`config.mk`:
```
export PLATFORM = sky130hd
export DESIGN_NAME = cell_bal_ctrl
export DESIGN_NICKNAME = d
export VERILOG_FILES = /design/src/rtl/cbc_pkg.sv /design/src/rtl/cbc_mode_fsm.sv /design/src/rtl/cbc_cfg_reg.sv /design/src/rtl/cbc_wdog.sv /design/src/rtl/cbc_out_gate.sv /design/src/rtl/cell_bal_ctrl.sv
export SDC_FILE = /design/constraint.sdc
export NUM_CORES = 1
export LEC_CHECK = 0
export ABC_AREA = 0
export CAP_MARGIN = 30
export CORE_MARGIN = 1
export CORE_UTILIZATION = 45
export DETAILED_ROUTE_END_ITERATION = 16
export PLACE_DENSITY = 0.77
export SETUP_SLACK_MARGIN = 0.3
export SYNTH_ARGS = -nofsm -noshare
export SYNTH_HDL_FRONTEND = slang
export SYNTH_SLANG_ARGS = --single-unit
```
`constraint.sdc`:
```
create_clock -name clk -period 3.59 [get_ports clk]
set_clock_uncertainty 0.2 [all_clocks]
set_input_delay 0.718 -clock clk [delete_from_list [all_inputs] [get_ports clk]]
set_output_delay 0.718 -clock clk [all_outputs]
set_load 0.1 [all_outputs]
```
`src/rtl/cbc_pkg.sv`:
```
package cbc_pkg;
  typedef enum logic [1:0] {
    MODE_SHUT = 2'b00,
    MODE_STBY = 2'b01,
    MODE_MEAS = 2'b10,
    MODE_RSVD = 2'b11
  } cbc_mode_e;
endpackage

```
`src/rtl/cbc_mode_fsm.sv`:
```
module cbc_mode_fsm
  import cbc_pkg::*;
(
  input  logic      clk,
  input  logic      rst_n,
  input  logic [1:0] mode_i,
  input  logic      meas_go_i,
  input  logic      meas_done_i,
  output cbc_mode_e mode_o,
  output logic      busy_o
);
  cbc_mode_e mode_q, mode_d;
  logic      busy_q, busy_d;

  // next-state: reserved code folds into standby; busy tracks measurement
  always_comb begin
    mode_d = (mode_i == MODE_RSVD) ? MODE_STBY : cbc_mode_e'(mode_i);
    busy_d = busy_q;
    if (mode_q != MODE_MEAS)  busy_d = 1'b0;
    else if (meas_go_i)       busy_d = 1'b1;
    else if (meas_done_i)     busy_d = 1'b0;
  end

  always_ff @(posedge clk or negedge rst_n) begin
    if (!rst_n) begin
      mode_q <= MODE_SHUT;
      busy_q <= 1'b0;
    end else begin
      mode_q <= mode_d;
      busy_q <= busy_d;
    end
  end

  assign mode_o = mode_q;
  assign busy_o = busy_q;
endmodule

```
`src/rtl/cbc_cfg_reg.sv`:
```
module cbc_cfg_reg #(
  parameter int N_CELLS = 12,
  parameter int N_GPIO  = 2
) (
  input  logic               clk,
  input  logic               rst_n,
  input  logic               shut_i,
  input  logic               wr_i,
  input  logic [N_CELLS-1:0] dis_i,
  input  logic [N_GPIO-1:0]  gpio_i,
  output logic [N_CELLS-1:0] dis_q_o,
  output logic [N_GPIO-1:0]  gpio_q_o,
  output logic               accept_o
);
  logic [N_CELLS-1:0] dis_q, dis_d;
  logic [N_GPIO-1:0]  gpio_q, gpio_d;
  logic               en;

  assign accept_o = wr_i & ~shut_i;
  assign en       = shut_i | wr_i;

  always_comb begin
    if (shut_i) begin
      dis_d  = '0;
      gpio_d = '1;
    end else begin
      dis_d  = dis_i;
      gpio_d = gpio_i;
    end
  end

  always_ff @(posedge clk or negedge rst_n) begin
    if (!rst_n) begin
      dis_q  <= '0;
      gpio_q <= '1;
    end else if (en) begin
      dis_q  <= dis_d;
      gpio_q <= gpio_d;
    end
  end

  assign dis_q_o  = dis_q;
  assign gpio_q_o = gpio_q;
endmodule

```
`src/rtl/cbc_wdog.sv`:
```
module cbc_wdog #(
  parameter int WDT_CYCLES = 1000000
) (
  input  logic clk,
  input  logic rst_n,
  input  logic shut_i,
  input  logic reload_i,
  input  logic rearm_i,
  output logic alive_o,
  output logic lat_o
);
  localparam int CNT_W = $clog2(WDT_CYCLES + 1);
  localparam logic [CNT_W-1:0] RELOAD = CNT_W'(WDT_CYCLES);

  logic [CNT_W-1:0] cnt_q, cnt_d;
  logic             lat_q, lat_d;
  logic             cnt_en;

  assign cnt_en = shut_i | reload_i | (cnt_q != '0);

  always_comb begin
    if (shut_i || reload_i) cnt_d = RELOAD;
    else                    cnt_d = cnt_q - CNT_W'(1);
  end

  always_comb begin
    lat_d = lat_q;
    if (shut_i)                                   lat_d = 1'b0;
    else if (rearm_i)                             lat_d = 1'b0;
    else if (!reload_i && cnt_q == CNT_W'(1))     lat_d = 1'b1;
  end

  always_ff @(posedge clk or negedge rst_n) begin
    if (!rst_n)      cnt_q <= RELOAD;
    else if (cnt_en) cnt_q <= cnt_d;
  end

  always_ff @(posedge clk or negedge rst_n) begin
    if (!rst_n) lat_q <= 1'b0;
    else        lat_q <= lat_d;
  end

  assign alive_o = (cnt_q != '0);
  assign lat_o   = lat_q;
endmodule

```
`src/rtl/cbc_out_gate.sv`:
```
module cbc_out_gate #(
  parameter int N_CELLS = 12,
  parameter int N_GPIO  = 2
) (
  input  logic               allow_i,
  input  logic               pins_on_i,
  input  logic [N_CELLS-1:0] dis_q_i,
  input  logic [N_GPIO-1:0]  gpio_q_i,
  output logic [N_CELLS-1:0] dis_o,
  output logic [N_GPIO-1:0]  gpio_pd_o
);
  for (genvar c = 0; c < N_CELLS; c++) begin : g_cell
    assign dis_o[c] = dis_q_i[c] & allow_i;
  end
  for (genvar g = 0; g < N_GPIO; g++) begin : g_pin
    assign gpio_pd_o[g] = pins_on_i & ~gpio_q_i[g];
  end
endmodule

```
`src/rtl/cell_bal_ctrl.sv`:
```
module cell_bal_ctrl
  import cbc_pkg::*;
#(
  parameter int N_CELLS    = 12,
  parameter int N_GPIO     = 2,
  parameter int WDT_CYCLES = 1000000
) (
  input  logic               clk,
  input  logic               rst_n,
  input  logic [1:0]         mode_i,
  input  logic               cfg_wr_i,
  input  logic [N_CELLS-1:0] cfg_dis_i,
  input  logic [N_GPIO-1:0]  cfg_gpio_i,
  input  logic               meas_go_i,
  input  logic               meas_done_i,
  input  logic               comm_act_i,
  output logic [N_CELLS-1:0] dis_o,
  output logic               wdt_n_o,
  output logic [N_GPIO-1:0]  gpio_pd_o
);
  logic [1:0]         rst_sync_q;
  logic               rst_n_s;
  cbc_mode_e          mode_q;
  logic               meas_busy;
  logic               shut;
  logic               accept;
  logic               wd_alive;
  logic               wd_lat;
  logic               allow;
  logic [N_CELLS-1:0] cfg_dis_q;
  logic [N_GPIO-1:0]  cfg_gpio_q;

  // asynchronous assert, synchronous release
  always_ff @(posedge clk or negedge rst_n) begin
    if (!rst_n) rst_sync_q <= 2'b00;
    else        rst_sync_q <= {rst_sync_q[0], 1'b1};
  end
  assign rst_n_s = rst_sync_q[1];

  cbc_mode_fsm u_fsm (
    .clk         (clk),
    .rst_n       (rst_n_s),
    .mode_i      (mode_i),
    .meas_go_i   (meas_go_i),
    .meas_done_i (meas_done_i),
    .mode_o      (mode_q),
    .busy_o      (meas_busy)
  );

  assign shut = (mode_q == MODE_SHUT);

  cbc_cfg_reg #(.N_CELLS(N_CELLS), .N_GPIO(N_GPIO)) u_cfg (
    .clk      (clk),
    .rst_n    (rst_n_s),
    .shut_i   (shut),
    .wr_i     (cfg_wr_i),
    .dis_i    (cfg_dis_i),
    .gpio_i   (cfg_gpio_i),
    .dis_q_o  (cfg_dis_q),
    .gpio_q_o (cfg_gpio_q),
    .accept_o (accept)
  );

  cbc_wdog #(.WDT_CYCLES(WDT_CYCLES)) u_wdog (
    .clk      (clk),
    .rst_n    (rst_n_s),
    .shut_i   (shut),
    .reload_i (comm_act_i | accept),
    .rearm_i  (accept),
    .alive_o  (wd_alive),
    .lat_o    (wd_lat)
  );

  assign allow   = (mode_q == MODE_MEAS) & ~meas_busy & ~wd_lat;
  assign wdt_n_o = shut | wd_alive;

  cbc_out_gate #(.N_CELLS(N_CELLS), .N_GPIO(N_GPIO)) u_gate (
    .allow_i   (allow),
    .pins_on_i (~shut),
    .dis_q_i   (cfg_dis_q),
    .gpio_q_i  (cfg_gpio_q),
    .dis_o     (dis_o),
    .gpio_pd_o (gpio_pd_o)
  );
endmodule

```
==> metrics.md, run 1 <==
| Metric | Value |
|---|---|
| Outcome | `finished, final reports clean` |
| R2r setup slk | `a little under 0.9 ns` |
| Setup ws final | `0.186 ns` |
| Top cell type's share of synthesized area | `37.3%` |
| Critical Path Source Type | `register` |
| Total internal power | `0.000764 W` |
| CTS Sinks | `40` |
| Hold violation count in the final report | `0` |
| Most frequent cells in the layout | `32 x buf_4, 30 x dfrtp_1, 24 x nor2_1` |
| DR vias/cell | `5.74` |
| GPL Wtd Cong | `0.809` |
| Sw frac | `26.1%` |
| DRC | `0` |
| Critical path peak fanout | `2` |
| First drt pass iteration count | `4` |
| Synth area leaders | `dfrtp_1 37%, dfstp_2 11%, mux2i_1 9.6%, nor2_1 4.3%, and2_1 3.9%` |
| Avg Cell Area, Syn | `10.0 um2` |
| Die X | `~70 um` |
| Fin area | `about 2700 um2` |
| Clk buf depth | `2` |
| Initial antenna violation count | `0` |
| Core box area | `4380 um2` |
| VDD IR max | `0.000253 V` |
| Fillers | `365` |
| Site Rows | `24` |
| Clk_lat worst skew | `0.29 ns` |
| Layout cells sized above 1 | `25.7%` |
| Reg-to-reg startpoint | `u_wdog.cnt_q[0]` |
| Remaining antenna violation count | `0` |
| # IOs | `37` |
| EDFF count, synth | `0` |
| Max H-tree Level | `2` |
| #FFs+latches synth | `40` |
| Die Y | `70.0 um` |
| First-pass GRT wire length | `roughly 8200 um` |
| WL final | `5080 um` |
| Crit path DAT | `2.49 ns` |
| CP required | `2.67 ns` |
| Area grow syn2layout | `30.2%` |
| Measured slew at the worst slew-check pin | `0.910 ns` |
| Die area | `4900 um2` |
| CTS buffer count | `5` |
| Mapped cell area | `2080 um2` |
| Ant. Diodes | `0` |
| P_sw | `0.000269 W` |
| Worst-path clk slew | `around 0.080 ns` |
| Post-DP HPWL | `3260 um` |
| Tcrit/Tclk final | `94.8%` |
| Setup TNS | `0 ns` |
| Max_slew headroom | `between 30% and 40%` |
| Top FF cell, synth | `dfrtp_1` |
| Layout Utilization | `61.8%` |
| Pwr dens | `382 nW/um2` |
| Worst Hold Class | `reg2async` |
| Most common cell after layout, fill and taps aside | `buf_4` |
| WS Path Type | `reg2out` |
| Total global routing track utilization | `21.6%` |
| Placed Area | `2490 um2` |
| Initial core utilization | `roughly 47%` |
| Async SR Flop Fraction | `100%` |
| Endpoint class of the critical path | `output pin` |
| Register area share after synthesis | `48.7%` |
| Share of total power in the clock network | `37.7%` |
| Min Tclk post-route | `about 3.4 ns` |
| Worst r2r dst | `u_wdog.cnt_q[1]` |
| Unique masters post-synth | `between 40 and 50` |
| Static Leakage | `approximately 1.2 nW` |
| FF-to-FF path depth | `9` |
| Worst setup path startpoint | `u_wdog.cnt_q[0]` |
| Iter 0 DRT Violations | `85` |
| Achievable frequency | `~0.29 GHz` |
| Avg WL per Cell | `around 16 um` |
| DR vias | `1775` |
| Max Cap Viol | `0` |
| Final count of pins violating max slew | `0` |
| Syn nets | `233` |
| Count of buffers from port buffering | `36` |
| Dpl ws | `0.315 ns` |
| Global route overflow | `0` |
| Pin count of the biggest net entering global routing | `39` |
| Syn. warnings | `0` |
| Comb power frac | `between 10% and 20%` |
| Vias in the first global route | `~1700` |
| Cells after synthesis | `208` |
| Dominant cell type by area after synthesis | `dfrtp_1` |
| RSZ-0062 raised after global routing | `yes` |
| Final setup violation count | `0` |
| Layout Nets | `281` |
| CTS root buffer | `clkbuf_8` |
| TritonCTS clock tree | `built` |
| Sequential power share | `roughly 47%` |
| Setup crit end | `wdt_n_o` |
| Hold buffer count at cts | `0` |
-- stage by stage --
step                total power (W)  hold WS [ns]  instances
finish                      0.00103        0.0931        309
detailed placement         0.000641         0.112        291
global placement           0.000639         0.108        291
CTS                         0.00104         0.120        305
floorplan                  0.000589         0.131        208
global route                0.00107         0.164        309
-- cell type report --
| class | count | area [um2] | share of cell area, % |
|---|---|---|---|
| clock buffer | 6 | 82.6 | 3.05 |
| clock inverter | 2 | 38.8 | 1.43 |
| inverter | 5 | 18.8 | 0.693 |
| multi-input combinational | 150 | 1020 | 37.6 |
| sequential | 40 | 1010 | 37.4 |
| tap | 52 | 65.1 | 2.40 |
| timing repair buffer | 54 | 470 | 17.4 |
-- cells by family (layout without fill, tap and decap cells) --
family / after synthesis / in the layout / synth area share [%]
and+or+nand+nor: 91 / 91 / 24.9
muxes: 20 / 20 / 9.63
DFF: 40 / 40 / 48.7
AOI/OAI and AO/OA: 35 / 35 / 11.3
buffers and inverters: 18 / 67 / 3.55
other: 1 / 1 / 0.180
adders and majority gates: 3 / 3 / 1.81
-- Yosys cell counts, types with 3 or more instances --
cell	instances
inv_1	5
and2_1	13
nor3_1	5
nor2_1	24
nor4_1	5
ha_1	3
mux2i_1	20
nand3_1	4
buf_2	4
or3_1	10
or4_1	10
o31ai_1	5
dfrtp_1	31
a21oi_1	10
nand2_1	8
dfstp_2	9
clkbuf_1	8
o21ai_0	8
-- power by group through the flow --
stage | clock network (W) | registers, W | logic, W
2_1_floorplan | 0 | 0.000496 | 0.0000922
3_3_place_gp | 0 | 0.000493 | 0.000145
3_5_place_dp | 0 | 0.000494 | 0.000147
4_1_cts | 0.000397 | 0.000486 | 0.000153
5_1_grt | 0.000414 | 0.000489 | 0.000170
6_report | 0.000390 | 0.000486 | 0.000157
-- worst min path at each step --
stage                             to  slack (ns)  depth (start not counted)
floorplan              rst_sync_q[1]        0.13                          0
global placement    u_cfg.dis_q_o[0]        0.11                          1
detailed placement  u_cfg.dis_q_o[0]        0.11                          1
CTS                 u_cfg.dis_q_o[0]        0.12                          1
global route        u_cfg.dis_q_o[0]        0.16                          1
finish              u_cfg.dis_q_o[0]        0.09                          1
-- state kept, by name (all words and copies together) (netlist names) --
| register | flops |
|---|---|
| u_wdog.cnt_q | 20 |
| u_cfg.dis_q_o | 12 |
| rst_sync_q | 2 |
| u_cfg.gpio_q_o | 2 |
| u_fsm.mode_o | 2 |
| u_fsm.busy_o | 1 |
| u_wdog.lat_o | 1 |
-- layer usage --
| metal | part of all wire (%) | GRT usage (%) | up-vias |
|---|---|---|---|
| li1 | - | - | 845 |
| met1 | 45 | 28.1 | 872 |
| met2 | 49 | 34.6 | 50 |
| met3 | 3.8 | 4.62 | 8 |
| met4 | 1.9 | 9.78 | 0 |
| met5 | 0 | 0 | - |
-- critical path, cell delays in order (launching register included) --
cell and delay (ns):
dfrtp_1 0.42, inv_2 0.09, ha_4 0.11, or4b_4 0.45
or4_4 0.52, or3_4 0.42, buf_12 0.18
-- timing repair --
action                     CTS  global route
setup endpoints to repair    1             1
setup buffers                6             4
gates resized for setup      3             4
pin swaps                    2             3
(Power assumes the default switching activity.)
==> run 2, diff against run 1 <==
--- a/config.mk
+++ b/config.mk
@@ -6,9 +6,9 @@
 export NUM_CORES = 1
 export LEC_CHECK = 0
 export ABC_AREA = 0
-export CAP_MARGIN = 30
 export CORE_MARGIN = 1
 export CORE_UTILIZATION = 45
+export CTS_BUF_LIST = sky130_fd_sc_hd__clkbuf_8
 export DETAILED_ROUTE_END_ITERATION = 16
 export PLACE_DENSITY = 0.77
 export SETUP_SLACK_MARGIN = 0.3
==> results of run 2 <==
Final layout, timing and power as in run 1 (identical DEF).
==> run 3, diff against run 2 <==
--- a/config.mk
+++ b/config.mk
@@ -9,6 +9,7 @@
 export CORE_MARGIN = 1
 export CORE_UTILIZATION = 45
 export CTS_BUF_LIST = sky130_fd_sc_hd__clkbuf_8
+export CTS_CLUSTER_DIAMETER = 80
 export DETAILED_ROUTE_END_ITERATION = 16
 export PLACE_DENSITY = 0.77
 export SETUP_SLACK_MARGIN = 0.3
==> results of run 3 <==
Final layout, timing and power as in run 1 (identical DEF).
